==> src/rtl/bpz_pkg.sv <==
package bpz_pkg;
  // Kind bit carried in the top position of every output token.
  typedef enum logic {
    TK_LIT = 1'b0,
    TK_RUN = 1'b1
  } tok_kind_e;
endpackage

==> src/rtl/bpz_rst_sync.sv <==
module bpz_rst_sync (
  input  logic clk,
  input  logic rst_n,
  output logic rst_n_sync
);
  logic [1:0] sync_q;

  always_ff @(posedge clk or negedge rst_n) begin
    if (!rst_n) sync_q <= 2'b00;
    else        sync_q <= {sync_q[0], 1'b1};
  end

  assign rst_n_sync = sync_q[1];
endmodule

==> src/rtl/bpz_group_buf.sv <==
module bpz_group_buf #(
  parameter int unsigned PIX_W = 16,
  parameter int unsigned GRP   = 8
) (
  input  logic             clk,
  input  logic             rst_n,
  input  logic             in_valid,
  output logic             in_ready,
  input  logic [PIX_W-1:0] in_data,
  input  logic             in_last,
  output logic             pl_valid,
  input  logic             pl_ready,
  output logic [GRP-1:0]   pl_data,
  output logic             pl_last
);
  localparam int unsigned CNT_W = $clog2(GRP);
  localparam int unsigned PL_W  = $clog2(PIX_W);
  localparam logic [CNT_W-1:0] CNT_LAST = CNT_W'(GRP - 1);
  localparam logic [PL_W-1:0]  PL_LAST  = PL_W'(PIX_W - 1);

  logic [PIX_W-1:0] mem_q [2][GRP];
  logic [1:0]       full_q, full_d;
  logic [1:0]       flast_q, flast_d;
  logic             wr_sel_q, wr_sel_d;
  logic             rd_sel_q, rd_sel_d;
  logic [CNT_W-1:0] wr_cnt_q, wr_cnt_d;
  logic [PL_W-1:0]  plane_q, plane_d;

  logic in_fire, grp_close, pl_fire, grp_done;

  assign in_ready  = !full_q[wr_sel_q];
  assign in_fire   = in_valid && in_ready;
  assign grp_close = in_fire && (in_last || (wr_cnt_q == CNT_LAST));
  assign pl_valid  = full_q[rd_sel_q];
  assign pl_fire   = pl_valid && pl_ready;
  assign grp_done  = pl_fire && (plane_q == PL_LAST);
  assign pl_last   = flast_q[rd_sel_q] && (plane_q == PL_LAST);

  // Transpose: byte bit j is the selected plane of pixel j.
  for (genvar j = 0; j < GRP; j++) begin : g_tp
    assign pl_data[j] = mem_q[rd_sel_q][j][plane_q];
  end

  always_comb begin
    full_d   = full_q;
    flast_d  = flast_q;
    wr_sel_d = wr_sel_q;
    rd_sel_d = rd_sel_q;
    wr_cnt_d = wr_cnt_q;
    plane_d  = plane_q;
    if (in_fire) begin
      wr_cnt_d = wr_cnt_q + 1'b1;
    end
    if (grp_close) begin
      full_d[wr_sel_q]  = 1'b1;
      flast_d[wr_sel_q] = in_last;
      wr_sel_d          = !wr_sel_q;
      wr_cnt_d          = '0;
    end
    if (pl_fire) begin
      plane_d = plane_q + 1'b1;
    end
    if (grp_done) begin
      full_d[rd_sel_q] = 1'b0;
      rd_sel_d         = !rd_sel_q;
      plane_d          = '0;
    end
  end

  always_ff @(posedge clk or negedge rst_n) begin
    if (!rst_n) begin
      full_q   <= '0;
      flast_q  <= '0;
      wr_sel_q <= 1'b0;
      rd_sel_q <= 1'b0;
      wr_cnt_q <= '0;
      plane_q  <= '0;
    end else begin
      full_q   <= full_d;
      flast_q  <= flast_d;
      wr_sel_q <= wr_sel_d;
      rd_sel_q <= rd_sel_d;
      wr_cnt_q <= wr_cnt_d;
      plane_q  <= plane_d;
    end
  end

  // Pixel storage; the first pixel of a group clears the other slots,
  // so a short final group is padded with zeros.
  always_ff @(posedge clk) begin
    if (in_fire) begin
      for (int b = 0; b < 2; b++) begin
        if (wr_sel_q == 1'(b)) begin
          for (int k = 0; k < GRP; k++) begin
            if (wr_cnt_q == CNT_W'(k))  mem_q[b][k] <= in_data;
            else if (wr_cnt_q == '0)    mem_q[b][k] <= '0;
          end
        end
      end
    end
  end


  in_stall_both_full_chk: assert property (@(posedge clk) disable iff (!rst_n)
    !in_ready |-> (full_q == 2'b11));


  frame_end_restart_chk: assert property (@(posedge clk) disable iff (!rst_n)
    (in_fire && in_last) |=> (wr_cnt_q == '0));
endmodule

==> src/rtl/bpz_zrun_coder.sv <==
module bpz_zrun_coder
  import bpz_pkg::*;
#(
  parameter int unsigned BYTE_W  = 8,
  parameter int unsigned RUN_MAX = 256
) (
  input  logic            clk,
  input  logic            rst_n,
  input  logic            b_valid,
  output logic            b_ready,
  input  logic [BYTE_W-1:0] b_data,
  input  logic            b_last,
  output logic            tok_valid,
  input  logic            tok_ready,
  output logic [BYTE_W:0] tok_data
);
  localparam int unsigned RUN_W = $clog2(RUN_MAX);
  localparam logic [RUN_W-1:0] RUN_LAST = RUN_W'(RUN_MAX - 1);

  logic [RUN_W-1:0] zcnt_q, zcnt_d;
  logic             out_v_q, out_v_d;
  logic [BYTE_W:0]  out_d_q, out_d_d;
  logic             space, nz, pend, flush, b_fire;

  assign space   = !out_v_q || tok_ready;
  assign nz      = |b_data;
  assign pend    = (zcnt_q != '0);
  assign flush   = b_valid && nz && pend && space;
  assign b_ready = space && !(nz && pend);
  assign b_fire  = b_valid && b_ready;

  always_comb begin
    zcnt_d  = zcnt_q;
    out_v_d = out_v_q && !tok_ready;
    out_d_d = out_d_q;
    if (flush) begin
      out_v_d = 1'b1;
      out_d_d = {TK_RUN, BYTE_W'(zcnt_q - 1'b1)};
      zcnt_d  = '0;
    end else if (b_fire) begin
      if (nz) begin
        out_v_d = 1'b1;
        out_d_d = {TK_LIT, b_data};
      end else if (b_last || (zcnt_q == RUN_LAST)) begin
        out_v_d = 1'b1;
        out_d_d = {TK_RUN, BYTE_W'(zcnt_q)};
        zcnt_d  = '0;
      end else begin
        zcnt_d  = zcnt_q + 1'b1;
      end
    end
  end

  always_ff @(posedge clk or negedge rst_n) begin
    if (!rst_n) begin
      zcnt_q  <= '0;
      out_v_q <= 1'b0;
      out_d_q <= '0;
    end else begin
      zcnt_q  <= zcnt_d;
      out_v_q <= out_v_d;
      out_d_q <= out_d_d;
    end
  end

  assign tok_valid = out_v_q;
  assign tok_data  = out_d_q;


  tok_hold_chk: assert property (@(posedge clk) disable iff (!rst_n)
    (tok_valid && !tok_ready) |=> (tok_valid && $stable(tok_data)));


  lit_nonzero_chk: assert property (@(posedge clk) disable iff (!rst_n)
    (tok_valid && (tok_data[BYTE_W] == TK_LIT)) |-> (tok_data[BYTE_W-1:0] != '0));


  flush_before_lit_chk: assert property (@(posedge clk) disable iff (!rst_n)
    (b_fire && nz) |-> (zcnt_q == '0));


  run_cap_chk: assert property (@(posedge clk) disable iff (!rst_n)
    (b_fire && !nz && (zcnt_q == RUN_LAST)) |=>
      (zcnt_q == '0 && tok_valid && tok_data[BYTE_W] == TK_RUN));
endmodule

==> src/rtl/bpz_top.sv <==
module bpz_top #(
  parameter int unsigned PIX_W   = 16,
  parameter int unsigned GRP     = 8,
  parameter int unsigned RUN_MAX = 256
) (
  input  logic             clk,
  input  logic             rst_n,
  input  logic             in_valid,
  output logic             in_ready,
  input  logic [PIX_W-1:0] in_data,
  input  logic             in_last,
  output logic             tok_valid,
  input  logic             tok_ready,
  output logic [GRP:0]     tok_data
);
  logic           rst_n_s;
  logic           pl_valid, pl_ready, pl_last;
  logic [GRP-1:0] pl_data;

  bpz_rst_sync u_rst (
    .clk        (clk),
    .rst_n      (rst_n),
    .rst_n_sync (rst_n_s)
  );

  bpz_group_buf #(.PIX_W(PIX_W), .GRP(GRP)) u_buf (
    .clk      (clk),
    .rst_n    (rst_n_s),
    .in_valid (in_valid),
    .in_ready (in_ready),
    .in_data  (in_data),
    .in_last  (in_last),
    .pl_valid (pl_valid),
    .pl_ready (pl_ready),
    .pl_data  (pl_data),
    .pl_last  (pl_last)
  );

  bpz_zrun_coder #(.BYTE_W(GRP), .RUN_MAX(RUN_MAX)) u_coder (
    .clk       (clk),
    .rst_n     (rst_n_s),
    .b_valid   (pl_valid),
    .b_ready   (pl_ready),
    .b_data    (pl_data),
    .b_last    (pl_last),
    .tok_valid (tok_valid),
    .tok_ready (tok_ready),
    .tok_data  (tok_data)
  );
endmodule

==> config.mk <==
export PLATFORM = sky130hd
export DESIGN_NAME = bpz_top
export DESIGN_NICKNAME = d
export VERILOG_FILES = /design/src/rtl/bpz_pkg.sv /design/src/rtl/bpz_rst_sync.sv /design/src/rtl/bpz_group_buf.sv /design/src/rtl/bpz_zrun_coder.sv /design/src/rtl/bpz_top.sv
export SDC_FILE = /design/constraint.sdc
export NUM_CORES = 1
export LEC_CHECK = 0
export BUFFER_PORTS_ARGS = -buffer_cell sky130_fd_sc_hd__buf_4
export CAP_MARGIN = 20
export CORE_ASPECT_RATIO = 0.6
export CORE_UTILIZATION = 55
export DETAILED_ROUTE_END_ITERATION = 8
export PLACE_DENSITY = 0.71
export SLEW_MARGIN = 20
export SYNTH_ARGS = -nofsm -noshare
export SYNTH_HDL_FRONTEND = slang
export SYNTH_SLANG_ARGS = --single-unit
==> constraint.sdc <==
create_clock -name clk -period 1.6 [get_ports clk]
set_clock_uncertainty 0.1 [all_clocks]
set_input_delay 0.08 -clock clk [delete_from_list [all_inputs] [get_ports clk]]
set_output_delay 0.08 -clock clk [all_outputs]
set_load 0.02 [all_outputs]
==> summary.log <==
[logic_synthesis] number of register bits inferred by synthesis 289
[floorplanning] Die Footprint 24900 um^2
[clock_tree] CTS tree done
[timing] Hold WS -0.128 ns
[cells_and_area] Multi-input gate area 5560 um^2
[drt] routed wl met3 3920 um
[worst_hold_path] critical hold path startpoint in_valid
[drt] iteration-0 DRC count of the detailed router 1023
[worst_setup_path] type of destination of the critical path register
[worst_hold_path] instance count along the most critical hold path 4
[drt] number of design rule violations left after detail routing 0
[global_routing] pin count of the biggest net entering global routing 20
[floorplanning] DIE WIDTH 203 um
[timing] final worst path period need 3.35 ns
[cells_and_area] Area growth syn-to-layout 38.5%
[logic_synthesis] number of synthesized flops with an enable pin 256
[drt] highest metal used met4
[worst_setup_path] Worst Path Required 1.93 ns
[cells_and_area] share of cells above drive strength 1 0.477
[cells_and_area] number of antenna repair diodes 0
[logic_synthesis] Post-Syn Area per Cell 14.3 um^2
[floorplanning] count of boundary I/O pins 32
[timing] FMAX 298 MHz
[cells_and_area] fillers 1321
[worst_setup_path] crit path max-delay cell type sky130_fd_sc_hd__nor2b_1
[pwr] Leak Pwr 7.01 nW
[flow_run] max_cap viols 0
[cells_and_area] most frequent standard cell in the layout excluding fill and tap cells sky130_fd_sc_hd__edfxtp_1
[drt] wire length on met2 18000 um
[logic_synthesis] synthesized instance count 933
[floorplanning] starting utilization of the core area 0.569
[timing] actual slew at the worst max-slew pin 0.719 ns
[pwr] total power consumption of the routed design 0.0307 W
[logic_synthesis] most frequently used flop master after synthesis sky130_fd_sc_hd__edfxtp_1
[run_status] run status finished, violations left
[clock_tree] total CTS buffers 27
[pwr] power per cell area 1660 nW/um^2
[logic_synthesis] Ys Warns 0
[worst_setup_path] type of the worst setup path register to register
[drt] DRT Pass-1 Iters 5
[timing] final setup vio count 507
[logic_synthesis] post-synthesis net count 964
[global_routing] first-pass GRT wire length 57900 um
[drt] routed wire length 39500 um
[clock_tree] number of H-tree branching levels 1
[cells_and_area] post-layout net count 1196
[worst_setup_path] Max Fanout on Critical Path 11
[clock_tree] Hold-fix buffers, CTS 20
[timing] final hold violations 3
[floorplanning] row count 43
[run_status] violations in the final reports hold timing, setup timing
[timing] unrepaired setup endpoints after global routing yes
[logic_synthesis] total standard cell area after synthesis 13300 um^2
[worst_setup_path] reg-to-reg critical path endpoint u_buf.plane_q[1]$_DFFE_PN0P_
[worst_setup_path] count of cells along the worst register-to-register path 11
[worst_setup_path] kind of start point of the critical path register
[worst_hold_path] sink of the worst hold path u_buf.wr_cnt_q[2]$_DFFE_PN0P_
[drt] routed metal-1 wire length 16800 um
[cells_and_area] area taken by flip-flops and latches 8520 um^2
[logic_synthesis] number of distinct standard cells referenced by the synthesized netlist 57
[timing] number of pins with negative max-slew slack in the final report 0
[global_routing] combined global-route utilization of all metal layers 0.323
[drt] antenna viol nets, final 0
[cells_and_area] Post-Route Utilization 0.788
[drt] Routed WL per cell 26.3 um
[timing] PnR worst setup slack -1.75 ns
[drt] detailed-route vias per instance 6.14
[global_routing] number of antenna violations at the first check in global routing 1
[worst_hold_path] worst min-delay path class input port to register
[floorplanning] Die H 123 um
[clock_tree] Root Buffer sky130_fd_sc_hd__clkbuf_16
[logic_synthesis] post-synthesis sequential area ratio 0.638
[clock_tree] deepest clock path buffer count 3
[place] DP HPWL 23000 um
[timing] headroom to the max-slew limit 0.520
[clock_tree] Clock Pin Slew Worst Setup and Hold Paths 0.06 ns
[clock_tree] TritonCTS Sinks 289
[global_routing] Congestion Overflow GR 0
[worst_setup_path] most prevalent standard cell on the critical path sky130_fd_sc_hd__buf_4
[global_routing] number of global-route vias before repair 9095
[clock_tree] later-pin clock latency in the skew report 0.55 ns
[worst_setup_path] beginning of the worst register-to-register path u_buf.plane_q[1]$_DFFE_PN0P_
[timing] final cycle utilization of the critical path 2.10
[cells_and_area] commonest cells after routing, fill and taps aside sky130_fd_sc_hd__edfxtp_1, sky130_fd_sc_hd__buf_4, sky130_fd_sc_hd__nor2b_1
[place] Placer Congestion 0.920
[worst_setup_path] cells traversed along the worst timing path nor2b_1 -> buf_4 -> buf_4 -> a211oi_2 -> buf_4 -> o22ai_2 -> buf_4 -> nor4_4 -> buf_6 -> o21ai_4 -> mux2_2
[floorplanning] core footprint 23500 um^2
[pwr] Peak VDD IR 0.00113 V
[place] input/output buffers 31
[worst_setup_path] Worst EP arrival 3.68 ns
[logic_synthesis] async set-or-reset flop fraction in the synthesized netlist 0.114
[drt] detailed-route via count 9203
[worst_setup_path] stage delay of the slowest cell on the critical path 0.63 ns
[worst_setup_path] flop2flop setup slack -1.75 ns
==> per-stage QoR <==
step	setup TNS [ns]	cell area (um^2)	setup WS (ns)	hold slack [ns]	std cells
after floorplan	-260.87	13800	-1.43	-0.316	933
final	-235.42	18500	-1.75	-0.128	1499
after detailed placement	-223.55	15700	-1.91	-0.236	1373
after CTS	-213.34	18000	-1.69	0.0313	1496
after global routing	-260.40	18500	-1.86	-0.108	1499
after global placement	-209.23	15700	-1.86	-0.237	1373
==> report_power, final <==
| part | total (W) | internal (W) | switching (W) | leakage, nW |
|---|---|---|---|---|
| Clock | 0.00651 | 0.00367 | 0.00284 | 0.425 |
| Combinational | 0.0145 | 0.00743 | 0.00707 | 3.87 |
| Sequential | 0.00974 | 0.00925 | 0.000491 | 2.72 |
==> logic make-up after synthesis <==
family | Yosys count | synth area share
XOR/XNOR | 4 | 0.00263
AND/OR/NAND/NOR | 349 | 0.153
adder cells (fa/ha/maj) | 10 | 0.00937
flip-flops | 289 | 0.638
buffers and inverters | 84 | 0.0292
multiplexers | 86 | 0.110
AO/OA/AOI/OAI | 110 | 0.0583
other | 1 | 0.000281
==> cells in the mapped netlist, drive strengths merged, types with 8 or more instances <==
| master | instances | area (um^2) |
|---|---|---|
| a211oi | 10 | 85.1 |
| a21oi | 13 | 68.8 |
| a22o | 17 | 149 |
| and2 | 97 | 607 |
| buf | 22 | 158 |
| clkbuf | 50 | 188 |
| dfrtp | 33 | 826 |
| edfxtp | 256 | 7690 |
| ha | 10 | 125 |
| inv | 12 | 45.0 |
| mux2i | 35 | 350 |
| mux4 | 48 | 1080 |
| nand2 | 34 | 128 |
| nand3 | 11 | 60.1 |
| nor2 | 44 | 173 |
| nor2b | 130 | 813 |
| nor3 | 9 | 45.0 |
| nor4b | 9 | 104 |
| o21ai | 27 | 146 |
| o221ai | 8 | 70.1 |
| o22ai | 16 | 100 |
==> routing by layer <==
| metal | GRT usage | vias up |
|---|---|---|
| li1 | - | 3924 |
| met1 | 0.479 | 4721 |
| met2 | 0.491 | 494 |
| met3 | 0.0775 | 64 |
| met4 | 0.0658 | 0 |
| met5 | 0 | - |
==> final cells by class <==
class	instances	area share
flip-flops and latches	289	0.461
multi-input cells	561	0.301
repair buffers	274	0.167
clock buffers	38	0.0416
well taps	315	0.0213
clock inverters	10	0.00535
inverters	12	0.00298
==> state kept, by name (all words and copies together) (netlist names) <==
signal / flops
u_buf.mem_q: 256
u_coder.tok_data: 9
u_coder.zcnt_q: 8
u_buf.plane_q: 4
u_buf.wr_cnt_q: 3
u_buf.flast_q: 2
u_buf.full_q: 2
u_rst.sync_q: 2
u_buf.rd_sel_q: 1
u_buf.wr_sel_q: 1
u_coder.tok_valid: 1
==> worst max path at each step <==
stage                                            start  depth (start not counted)                              end
final                     u_buf.plane_q[1]$_DFFE_PN0P_                         11     u_buf.plane_q[1]$_DFFE_PN0P_
after global routing      u_buf.plane_q[0]$_DFFE_PN0P_                         14  u_coder.tok_data[6]$_DFFE_PN0P_
after CTS                 u_buf.plane_q[0]$_DFFE_PN0P_                          8  u_coder.tok_data[0]$_DFFE_PN0P_
after detailed placement    u_buf.rd_sel_q$_DFFE_PN0P_                         11     u_buf.plane_q[0]$_DFFE_PN0P_
after global placement      u_buf.rd_sel_q$_DFFE_PN0P_                         11     u_buf.plane_q[0]$_DFFE_PN0P_
after floorplan           u_buf.plane_q[0]$_DFFE_PN0P_                         12  u_coder.tok_data[0]$_DFFE_PN0P_
==> repair_timing <==
action / 4_1_cts / 5_1_grt
endpoints found under the hold margin: 267 / 3
cloned: 16 / 3
pin swaps: 10 / 16
buffers inserted: 39 / 24
gates resized for setup: 136 / 153
endpoints found under the setup margin: 512 / 512
==> critical path, delay by kind of cell (launching register included) <==
kind / cells / cell delay (ns)
flip-flops: 1 / 0.57
AO/OA/AOI/OAI: 3 / 0.60
multiplexers: 1 / 0.39
buffers and inverters: 5 / 0.89
AND/OR/NAND/NOR: 2 / 0.67
(Power assumes the default switching activity.)
